<file path="src/rtl/vbus_guard.sv">
module vbus_guard #(
  parameter int CYCLES_PER_MS = 1000,
  parameter int STARTUP_MS    = 17,
  parameter int RECOVER_MS    = 8,
  parameter int MAG_W         = 4,
  parameter int ACC_W         = 10,
  parameter int TRIP_LIMIT    = 64,
  parameter int TEMP_W        = 8,
  parameter int OT_TRIP       = 145,
  parameter int OT_CLEAR      = 120
) (
  input  logic              clk,
  input  logic              rst_n,
  input  logic              uv_i,
  input  logic              ov_i,
  input  logic              ov_rel_i,
  input  logic [MAG_W-1:0]  ov_mag_i,
  input  logic [TEMP_W-1:0] temp_i,
  input  logic              en_n_i,
  output logic              sw_on_o,
  output logic              ack_pd_o
);
  localparam int START_CYC = STARTUP_MS * CYCLES_PER_MS;
  localparam int REC_CYC   = RECOVER_MS * CYCLES_PER_MS;
  localparam int TMR_W     = $clog2((START_CYC > REC_CYC ? START_CYC : REC_CYC) + 1);
  localparam logic [ACC_W-1:0] ACC_MAX = '1;

  typedef enum logic [2:0] {S_IDLE, S_START, S_READY, S_OVF, S_OVREC, S_OTF} st_t;

  st_t              state, nxt;
  logic [TMR_W-1:0] tmr;
  logic [ACC_W-1:0] acc;
  logic [ACC_W:0]   acc_sum;
  logic             ot_hot, ov_trip, restart;

  assign acc_sum  = {1'b0, acc} + (ACC_W+1)'(ov_mag_i);
  assign ov_trip  = acc >= ACC_W'(TRIP_LIMIT);
  assign restart  = (state == S_START) && ov_i;
  assign ack_pd_o = (state == S_READY);
  assign sw_on_o  = (state == S_READY) && !en_n_i;

  always_comb begin
    nxt = state;
    if (ot_hot) nxt = S_OTF;
    else if (ov_trip) nxt = S_OVF;
    else begin
      case (state)
        S_IDLE:  if (!uv_i && !ov_i) nxt = S_START;
        S_START: if (uv_i) nxt = S_IDLE;
                 else if (!ov_i && tmr == TMR_W'(START_CYC - 1)) nxt = S_READY;
        S_READY: if (uv_i) nxt = S_IDLE;
        S_OVF:   if (uv_i) nxt = S_IDLE;
                 else if (ov_rel_i) nxt = S_OVREC;
        S_OVREC: if (uv_i) nxt = S_IDLE;
                 else if (!ov_rel_i) nxt = S_OVF;
                 else if (tmr == TMR_W'(REC_CYC - 1)) nxt = S_READY;
        S_OTF:   if (uv_i) nxt = S_IDLE;
                 else if (!ov_rel_i) nxt = S_OVF;
                 else nxt = S_READY;
        default: nxt = S_IDLE;
      endcase
    end
  end

  always_ff @(posedge clk or negedge rst_n) begin
    if (!rst_n) begin
      state  <= S_IDLE;
      tmr    <= '0;
      acc    <= '0;
      ot_hot <= 1'b0;
    end else begin
      state <= nxt;
      if (!ov_i) acc <= '0;
      else if (acc_sum[ACC_W]) acc <= ACC_MAX;
      else acc <= acc_sum[ACC_W-1:0];
      if (temp_i > TEMP_W'(OT_TRIP)) ot_hot <= 1'b1;
      else if (temp_i < TEMP_W'(OT_CLEAR)) ot_hot <= 1'b0;
      if (nxt != state || restart) tmr <= '0;
      else if (state == S_START || state == S_OVREC) tmr <= tmr + 1'b1;
    end
  end

  a_r3_uv_opens: assert property (@(posedge clk) disable iff (!rst_n)
    uv_i |=> (!sw_on_o && !ack_pd_o));

  a_r4_sw_needs_ack: assert property (@(posedge clk) disable iff (!rst_n)
    sw_on_o |-> ack_pd_o);

  a_r5_hot_blocks: assert property (@(posedge clk) disable iff (!rst_n)
    (ot_hot && $past(ot_hot)) |-> (!sw_on_o && !ack_pd_o));

  a_r6_sum_monotone: assert property (@(posedge clk) disable iff (!rst_n)
    $past(ov_i) |-> (acc >= $past(acc)));

  a_r1_ack_from_qualify: assert property (@(posedge clk) disable iff (!rst_n)
    $rose(ack_pd_o) |-> ($past(state) == S_START || $past(state) == S_OVREC || $past(state) == S_OTF));

  a_r8_hot_wins: assert property (@(posedge clk) disable iff (!rst_n)
    (ot_hot && (ov_trip || uv_i)) |=> (state == S_OTF));
endmodule

</file>
<file path="config.mk">
export PLATFORM = sky130hd
export DESIGN_NAME = vbus_guard
export DESIGN_NICKNAME = d
export VERILOG_FILES = /design/src/rtl/vbus_guard.sv
export SDC_FILE = /design/constraint.sdc
export NUM_CORES = 1
export LEC_CHECK = 0
export ABC_AREA = 1
export BUFFER_PORTS_ARGS = -buffer_cell sky130_fd_sc_hd__buf_2
export CORE_MARGIN = 5
export CORE_UTILIZATION = 59
export CTS_CLUSTER_DIAMETER = 200
export DETAILED_ROUTE_END_ITERATION = 10
export GPL_TIMING_DRIVEN = 0
export PLACE_DENSITY = 0.8
export SYNTH_ARGS = -nofsm -noshare
export SYNTH_HDL_FRONTEND = slang
export SYNTH_SLANG_ARGS = --single-unit
</file>
<file path="constraint.sdc">
create_clock -name clk -period 2.87 [get_ports clk]
set_clock_uncertainty 0.05 [all_clocks]
set_input_delay 0.574 -clock clk [delete_from_list [all_inputs] [get_ports clk]]
set_output_delay 0.574 -clock clk [all_outputs]
set_load 0.02 [all_outputs]
</file>
==> impl_metrics.yaml, run 1 <==
synthesis:
  synth_flop_cell: "dfrtp_1"
  ys_warn_count: 0
  synth_edf_count: 0
  async_reset_ff_share_pct: 100
  syn_area_per_cell_um2: 7.88
  syn_inst: 250
  ys_seq_elements: 29
  ys_types: 29
  seq_area_frac_synth_pct: 36.8
  syn-num-nets: 274
  synth.cell_area_um2: 1970
power_and_ir_drop:
  seq_power_share_pct: 40.5
  vdd_drop_max_uv: 292
  p_int_w: 0.000787
  switchingPower_w: 0.000323
  powerDensity_nw_per_um2: 499
  p_clk_share_pct: 38.4
  p_comb_share_pct: 21.1
  switching_share_pct: 29.1
  p_total_w: 0.00111
  leakagePower_nw: 1.09
clock_network:
  numCtsBuffers: 5
  hold_buffers: 0
  cts_setup_buffers: 0
  cts_tree: "done"
  htreeDepth: 2
  clock_sinks: 29
  clock_latency_ps: 340
  cts_resized: 0
  clkTransAtPathRegs_ps: 100
  clockRootBuffer: "clkbuf_4"
  clockBufferDepth: 2
sta:
  report.final.setup_viol: 0
  maxSlewHeadroom_pct: 56.6
  period_minus_slack_ps: 2300
  rsz0062_at_grt: "false"
  hold_viol_final: 0
  finalMaxSlewViolations: 0
  fin_tns_setup_ps: 0
  worst_slew_pin_slew_ps: 651
  finalCritPeriodShare_pct: 80.1
  fmax_mhz: 435
layout:
  syn_to_final_growth_pct: 12.7
  fin_area_um2: 2220
  multi_input_area_um2: 1040
  drive_gt1_share_pct: 23.9
  final_cell_mix: "43 x nand2_1, 39 x inv_1, 29 x dfrtp_1"
  insertedDiodeCount: 0
  layout.nets: 299
  fillers: 288
  layout_commonest_cell: "nand2_1"
  seqCellArea_um2: 726
floorplan:
  dieArea_um2: 4600
  start_util_pct: 60.0
  rows: 21
  io_pins: 20
  core-area_um2: 3280
  die_h_um: 67.8
  die_x_um: 67.8
setup_path:
  crit_required_ps: 3100
  critPathArrivalTime_ps: 2520
  end_kind: "flop"
  worst-setup-path-type: "flop to flop"
  cp-start-kind: "flop"
  worstPathMaxFanout: 7
drt:
  drt_iter0_drc: 86
  detail-route-antenna-nets: 0
  drt-total-wl_mm: 3.69
  dr.pass1.iters: 4
  vias_per_cell: 5.03
  via_count: 1621
  drc: 0
  wl_per_cell_um: 11.5
placed_design:
  place_congestion: 0.938
  portBuffers: 18
  dp_hpwl_mm: 2.78
  place_area_um2: 2120
grt:
  grt_pass1_wl_mm: 6.40
  gr-total-overflow: 0
  grt_usage_pct: 18.9
  grt_start_max_net_pins: 30
  antenna_found_initial: 0
  grt_pass1_vias: 1551
hold_path:
  hp-class: "input port to asynchronous set/reset pin"
status:
  outcome: "finished clean"
run:
  maxCapViolations: 0
==> metal layers <==
layer	vias up	wire (um)	GRT usage (%)
met1	755	1760	23.7
met3	7	187	6.16
met5	-	0	0
li1	829	-	-
met2	30	1680	30.1
met4	0	61	7.69
==> critical path: stages, from the launching register on <==
cell and delay, ps:
dfrtp_1 340, ha_1 170, inv_1 60, fa_1 380, nor2_1 140, o21a_1 150
nor2_1 50, nor3_1 290, nand2_1 250, inv_1 170, a21oi_1 60, a21oi_1 120
==> area by class of cell <==
cell class | instances | area share [%]
plain buffers | 1 | 0.901
clock inverters | 3 | 2.93
clock buffers | 5 | 1.69
flip-flops and latches | 29 | 32.7
well taps | 46 | 2.59
multi-input cells | 172 | 47.0
inverters | 48 | 8.11
repair buffers | 18 | 4.06
==> sequential cells by signal, summed over array words and instances (netlist names) <==
| name | count |
|---|---|
| state | 3 |
| acc | 10 |
| tmr | 15 |
| ot_hot | 1 |
==> worst paths after layout <==
path | startpoint | end | slack (ps) | cells after the start
worst min-delay path | rst_n | acc[0] | 190 | 1
min in group clk | temp_i[7] | ot_hot | 400 | 3
worst min register to register | acc[9] | acc[9] | 500 | 2
worst max register to register | acc[0] | acc[9] | 570 | 11
worst max-delay path | acc[0] | acc[9] | 570 | 11
max in group asynchronous | rst_n | tmr[13] | 2140 | 1
==> power by group through the flow <==
stage / Sequential [W] / Combinational [W] / Clock [W]
2_1_floorplan: 0.000452 / 0.000182 / 0
3_3_place_gp: 0.000455 / 0.000230 / 0
3_5_place_dp: 0.000457 / 0.000236 / 0
4_1_cts: 0.000449 / 0.000237 / 0.000432
5_1_grt: 0.000452 / 0.000265 / 0.000454
6_report: 0.000449 / 0.000234 / 0.000426
==> per-stage QoR <==
stage	worst slack, ps	hold WS, ps	utilization [%]	instances
after global routing	346	231	67.6	322
after floorplan	569	228	-	250
final	572	194	67.6	322
after global placement	252	481	64.5	314
after detailed placement	211	488	64.5	314
after CTS	546	212	67.6	322
==> synth_stat cells, types with 5 or more instances <==
master	n	area share (%)
nand2_1	43	8.2
inv_1	39	7.4
dfrtp_1	29	37
nor2_1	25	4.8
nand3_1	18	4.6
xor2_1	13	5.8
nand2_2	12	3.8
nor2_4	12	6.9
nand4_1	8	2.5
o21ai_0	7	1.8
inv_2	6	1.1
a21oi_1	5	1.3
ha_1	5	3.2
==> cell families (layout without fill, tap and decap cells) <==
| kind of cell | after synthesis | in the layout | synth area share, % |
|---|---|---|---|
| XOR/XNOR | 16 | 16 | 7.11 |
| buffers and inverters | 49 | 75 | 10.2 |
| adder cells (fa/ha/maj) | 6 | 6 | 4.19 |
| flip-flops | 29 | 29 | 36.8 |
| multiplexers | 1 | 1 | 0.508 |
| AND/OR/NAND/NOR | 130 | 130 | 35.6 |
| AO/OA/AOI/OAI | 19 | 19 | 5.59 |
No activity file was read; power rests on OpenSTA's default activity.
==> inputs of run 2 (changes only) <==
==> config.mk (replaced) <==
export PLATFORM = sky130hd
export DESIGN_NAME = vbus_guard
export DESIGN_NICKNAME = d
export VERILOG_FILES = /design/src/rtl/vbus_guard.sv
export SDC_FILE = /design/constraint.sdc
export NUM_CORES = 1
export LEC_CHECK = 0
export ABC_AREA = 0
export BUFFER_PORTS_ARGS = -buffer_cell sky130_fd_sc_hd__buf_2
export CORE_MARGIN = 5
export CORE_UTILIZATION = 53
export CTS_CLUSTER_DIAMETER = 200
export DETAILED_ROUTE_END_ITERATION = 10
export GPL_TIMING_DRIVEN = 0
export PLACE_DENSITY = 0.76
export SYNTH_ARGS = -nofsm -noshare
export SYNTH_HDL_FRONTEND = slang
export SYNTH_SLANG_ARGS = --single-unit
==> constraint.sdc (replaced) <==
create_clock -name clk -period 2 [get_ports clk]
set_clock_uncertainty 0.05 [all_clocks]
set_input_delay 0.4 -clock clk [delete_from_list [all_inputs] [get_ports clk]]
set_output_delay 0.4 -clock clk [all_outputs]
set_load 0.02 [all_outputs]
==> run 2 against run 1 <==
Net effect:
- the flow now finishes with violations (negative setup slack)
- non-clock buffer count grew 19
- flip-flop and latch count is the same
- routed wire length grew 20%
- design area grew 7.6%
- synthesized cell count shrank 18%
- critical path depth shrank 5
- setup slack lost 810 ps
- worst hold slack lost 160 ps
==> impl_metrics.yaml, run 2 <==
status:
  outcome: "finished, violations left"
  violations: "negative setup slack"
layout:
  fin_area_um2: 2390
  syn_to_final_growth_pct: 24.1
  multi_input_area_um2: 1250
  reg.largest.list: "tmr (15), acc (10), state (3)"
  fillers: 254
  seqCellArea_um2: 727
  layout.nets: 266
  drive_gt1_share_pct: 32.6
  regMostFlops: "tmr"
  instances_no_fill: 288
  largest_register_ffs: 15
  insertedDiodeCount: 0
  utilization_pct: 70.0
  layout_commonest_cell: "dfrtp_1"
  final_cell_mix: "28 x dfrtp_1, 20 x buf_2, 13 x inv_1, 13 x xnor2_1, 12 x nor3_1"
floorplan:
  io_pins: 20
  rows: 21
  die_h_um: 70.3
  die_x_um: 70.3
  start_util_pct: 56.4
  dieArea_um2: 4940
  core-area_um2: 3420
hold_path:
  hp-class: "input port to asynchronous set/reset pin"
setup_path:
  worstSetupEndpoint: "tmr[11]"
  timing.rr.end: "tmr[11]"
  worst-setup-path-type: "flop to flop"
  critPathArrivalTime_ps: 2440
  ff2ff_path_depth: 6
  crit_required_ps: 2200
  cp-start-kind: "flop"
  crit_path_start: "acc[9]"
  end_kind: "flop"
  r2r-start: "acc[9]"
  rrSetupSlack_ps: -240
  worstPathMaxFanout: 5
sta:
  maxSlewHeadroom_pct: 57.0
  report.final.setup_viol: 16
  finalMaxSlewViolations: 0
  layout_setup_ws_ps: -238
  rsz0062_at_grt: "true"
  hold_viol_final: 0
  fmax_mhz: 447
  worst_slew_pin_slew_ps: 645
  period_minus_slack_ps: 2240
  finalCritPeriodShare_pct: 112
clock_network:
  hold_buffers: 0
  clockBufferDepth: 2
  clock_latency_ps: 340
  numCtsBuffers: 5
  clock_sinks: 29
  htreeDepth: 2
  clkTransAtPathRegs_ps: 90
  cts_tree: "done"
  clockRootBuffer: "clkbuf_4"
drt:
  detail-route-antenna-nets: 0
  drc: 0
  drt_iter0_drc: 125
  wl_per_cell_um: 15.3
  dr.pass1.iters: 4
  drt-total-wl_mm: 4.42
  via_count: 1664
  vias_per_cell: 5.78
power_and_ir_drop:
  leakagePower_nw: 0.958
  switching_share_pct: 34.1
  powerDensity_nw_per_um2: 645
  vdd_drop_max_uv: 416
  switchingPower_w: 0.000526
  p_int_w: 0.00102
  seq_power_share_pct: 42.5
  p_clk_share_pct: 23.6
  p_comb_share_pct: 33.9
synthesis:
  ys_seq_elements: 29
  synth.cell_area_um2: 1930
  netlist_top_cells_area: "dfrtp_1 38%, xnor2_1 5.9%, nor3_2 4.7%"
  ys_warn_count: 0
  async_reset_ff_share_pct: 100
  seq_area_frac_synth_pct: 37.7
  synth_top_area_cell: "dfrtp_1"
  synth_common_cells: "29 x dfrtp_1, 14 x inv_1, 14 x nor3_1"
  synth_edf_count: 0
  synth_top_area_share_pct: 37.7
  syn_area_per_cell_um2: 9.44
  syn_inst: 204
  synth_flop_cell: "dfrtp_1"
  ys_types: 52
  synth_most_common_cell: "dfrtp_1"
  syn-num-nets: 228
placed_design:
  place_ws_ps: -556
  place_congestion: 0.824
  dp.cells: 268
  dp_hpwl_mm: 2.90
  portBuffers: 18
  place_area_um2: 2090
run:
  maxCapViolations: 0
grt:
  grt_usage_pct: 19.6
  grt_start_max_net_pins: 30
  grt_pass1_vias: 1677
  grt_pass1_wl_mm: 7.68
  gr-total-overflow: 0
  antenna_found_initial: 0
==> run 2: layer usage <==
layer	part of all wire (%)	GRT usage [%]	wire, um	vias up
li1	-	-	-	821
met1	44	24.6	1950	788
met2	48	30.6	2140	45
met3	5.2	6.03	230	10
met4	2.3	9.36	103	0
met5	0	0	0	-
==> run 2: area by class of cell <==
cell class | instances | share of cell area (%)
inverter | 15 | 2.36
clock buffer | 7 | 2.30
multi-input combinational | 153 | 52.1
tap | 46 | 2.41
timing repair buffer | 31 | 8.48
buffer | 7 | 1.88
sequential | 29 | 30.4
==> run 2: logic make-up after synthesis <==
kind of cell | share of synthesized area [%]
buffers and inverters | 5.13
adders and majority gates | 4.29
DFF | 37.7
and+or+nand+nor | 30.3
xor gates and xnor gates | 8.19
muxes | 0.520
AOI/OAI and AO/OA | 13.8
==> run 2: what timing repair did <==
action | in CTS | in global routing
gates resized for setup | 16 | 21
hold endpoints to repair | 0 | 0
endpoints found under the setup margin | 16 | 26
setup buffers | 8 | 3
pin swaps | 8 | 4
cloned | 1 | 1
==> run 2: how the worst min path moves through the flow <==
stage | from | endpoint | slack (ps) | depth (start not counted)
5_1_grt | rst_n | acc[3] | 80 | 1
6_report | rst_n | state[2] | 30 | 1
2_1_floorplan | rst_n | acc[0] | 50 | 0
3_3_place_gp | rst_n | acc[9] | 420 | 1
4_1_cts | rst_n | state[2] | 40 | 1
3_5_place_dp | rst_n | acc[8] | 410 | 1
==> run 2: critical path: stages (launching register included) <==
cell,delay (ps)
dfrtp_1,390
or4_4,550
or4_4,510
o22ai_4,190
o22ai_4,120
buf_6,170
nor3_2,180
==> run 2: power groups by stage <==
stage | registers (W) | logic, W | clock network, W
after floorplan | 0.000661 | 0.000311 | 0
after global routing | 0.000660 | 0.000584 | 0.000400
final | 0.000655 | 0.000522 | 0.000364
after CTS | 0.000655 | 0.000471 | 0.000375
after global placement | 0.000666 | 0.000401 | 0
after detailed placement | 0.000668 | 0.000405 | 0
==> run 2: stage by stage <==
| stage | total power, W | hold WS, ps | setup TNS (ps) |
|---|---|---|---|
| after floorplan | 0.000972 | 54.4 | -1730 |
| after global placement | 0.00107 | 420 | -7020 |
| after detailed placement | 0.00107 | 410 | -8150 |
| after CTS | 0.00150 | 40.1 | -3060 |
| after global routing | 0.00164 | 75.9 | -4710 |
| final | 0.00154 | 31.4 | -3180 |
==> inputs of run 3 (changes only) <==
--- a/config.mk
+++ b/config.mk
@@ -13,6 +13,7 @@
 export DETAILED_ROUTE_END_ITERATION = 10
 export GPL_TIMING_DRIVEN = 0
 export PLACE_DENSITY = 0.76
+export RECOVER_POWER = 100
 export SYNTH_ARGS = -nofsm -noshare
 export SYNTH_HDL_FRONTEND = slang
 export SYNTH_SLANG_ARGS = --single-unit
==> run 3 against run 2 <==
Net effect:
- largest power group unchanged
- routed wire length down 0.16%
- critical path depth did not move
- critical path type unchanged
- clock power hardly changed
- the flow finishes with violations (max-capacitance violations, max-slew violations, negative setup slack)
- final cell count unchanged
- core utilization is essentially flat
- flip-flop and latch count is the same
- total power is essentially flat
- via count is the same
- setup slack about the same
==> impl_metrics.yaml, run 3 (synthesized netlist as in run 2, its figures left out) <==
status:
  outcome: "finished, violations left"
  violations: "max-capacitance violations, max-slew violations, negative setup slack"
drt:
  drc: 0
  dr.pass1.iters: 4
  vias_per_cell: 5.78
  drt-total-wl_mm: 4.41
  via_count: 1664
  detail-route-antenna-nets: 0
  drt_iter0_drc: 125
  wl_per_cell_um: 15.3
clock_network:
  clkTransAtPathRegs_ps: 80
  cts_tree: "done"
  clock_latency_ps: 340
  clockBufferDepth: 2
  htreeDepth: 2
  numCtsBuffers: 5
  clockRootBuffer: "clkbuf_4"
  clock_sinks: 29
setup_path:
  crit_required_ps: 2200
  cp-start-kind: "flop"
  end_kind: "flop"
  critPathArrivalTime_ps: 2440
  cp_slowest_stage_delay_ps: 550
  crit_chain: "or4_4 -> or4_4 -> o22ai_4 -> o22ai_4 -> buf_6 -> nor3_2"
  crit_path_top_delay_cell: "or4_4"
  worst-setup-path-type: "flop to flop"
  r2r-start: "acc[9]"
  crit_path_start: "acc[9]"
  worstPathMaxFanout: 5
sta:
  report.final.setup_viol: 16
  finalMaxSlewViolations: 30
  period_minus_slack_ps: 2240
  fin_tns_setup_ps: -3180
  hold_viol_final: 0
  maxSlewHeadroom_pct: -3.13
  rsz0062_at_grt: "true"
  fmax_mhz: 447
  worst_slew_pin_slew_ps: 1550
  layout_setup_ws_ps: -237
  finalCritPeriodShare_pct: 112
power_and_ir_drop:
  powerDensity_nw_per_um2: 645
  vdd_drop_max_uv: 416
  p_total_w: 0.00154
  leakagePower_nw: 0.956
layout:
  regMostFlops: "tmr"
  fin_area_um2: 2390
  drive_gt1_share_pct: 32.2
  insertedDiodeCount: 0
  final_cell_mix: "28 x dfrtp_1, 19 x buf_2, 13 x inv_1, 13 x xnor2_1, 12 x nor3_1"
  largest_register_ffs: 15
  reg.largest.list: "tmr (15), acc (10), state (3)"
  syn_to_final_growth_pct: 24.0
  layout.nets: 266
  layout_commonest_cell: "dfrtp_1"
grt:
  gr-total-overflow: 0
  grt_usage_pct: 19.6
  grt_pass1_wl_mm: 7.68
  grt_start_max_net_pins: 30
  antenna_found_initial: 0
  grt_pass1_vias: 1677
floorplan:
  dieArea_um2: 4940
  io_pins: 20
  die_h_um: 70.3
  core-area_um2: 3420
  start_util_pct: 56.4
  rows: 21
  die_x_um: 70.3
run:
  maxCapViolations: 1
hold_path:
  hp-class: "input port to flop"
  holdCritStartpoint: "temp_i[7]"
placed_design:
  portBuffers: 18
  dp_hpwl_mm: 2.90
  place_congestion: 0.824
  place_area_um2: 2090
-- run 3: report_power, final --
group / leakage, nW / internal [W] / switching (W) / total (W)
registers: 0.392 / 0.000625 / 0.0000293 / 0.000655
clock network: 0.0314 / 0.000166 / 0.000198 / 0.000364
logic: 0.532 / 0.000224 / 0.000298 / 0.000522
-- run 3: worst paths after layout --
| kind | slack (ps) | depth (start not counted) | to |
|---|---|---|---|
| max | -240 | 6 | tmr[11] |
| min | 280 | 3 | ot_hot |
| max reg2reg | -240 | 6 | tmr[11] |
| min reg2reg | 550 | 2 | tmr[14] |
| max in group asynchronous | 520 | 1 | acc[7] |
| min in group asynchronous | 380 | 1 | state[2] |
-- run 3: routing by layer --
metal	vias to the layer above	track usage [%]	routed length, um
li1	821	-	-
met5	-	0	0
met2	45	30.6	2130
met3	9	6.03	229
met1	789	24.6	1950
met4	0	9.36	103
-- run 3: area by class of cell --
| cell class | count | area (um2) |
|---|---|---|
| sequential | 29 | 727 |
| timing repair buffer | 31 | 201 |
| inverter | 15 | 56.3 |
| multi-input combinational | 153 | 1250 |
| clock buffer | 7 | 55.1 |
| fill | 255 | 1030 |
| buffer | 7 | 45.0 |
| tap | 46 | 57.6 |
-- run 3: through the flow --
step	setup WS (ps)	hold slack [ps]	cells	utilization (%)
2_1_floorplan	-175	54.4	204	-
6_report	-237	281	288	69.9
4_1_cts	-233	40.1	284	67.1
3_5_place_dp	-556	410	268	61.1
5_1_grt	-347	325	288	69.9
3_3_place_gp	-491	420	268	61.1
-- run 3: critical path, delay by kind of cell, from the launching register on --
family | cells | cell delay, ps
AOI/OAI and AO/OA | 2 | 310
buffers and inverters | 1 | 170
DFF | 1 | 390
and+or+nand+nor | 3 | 1240
-- run 3: timing repair --
action / in CTS / in global routing
pin swaps: 8 / 4
endpoints found under the setup margin: 16 / 26
hold buffers: 0 / 0
setup buffers: 8 / 3
gates resized for setup: 16 / 21
hold endpoints to repair: 0 / 0
cloned: 1 / 1
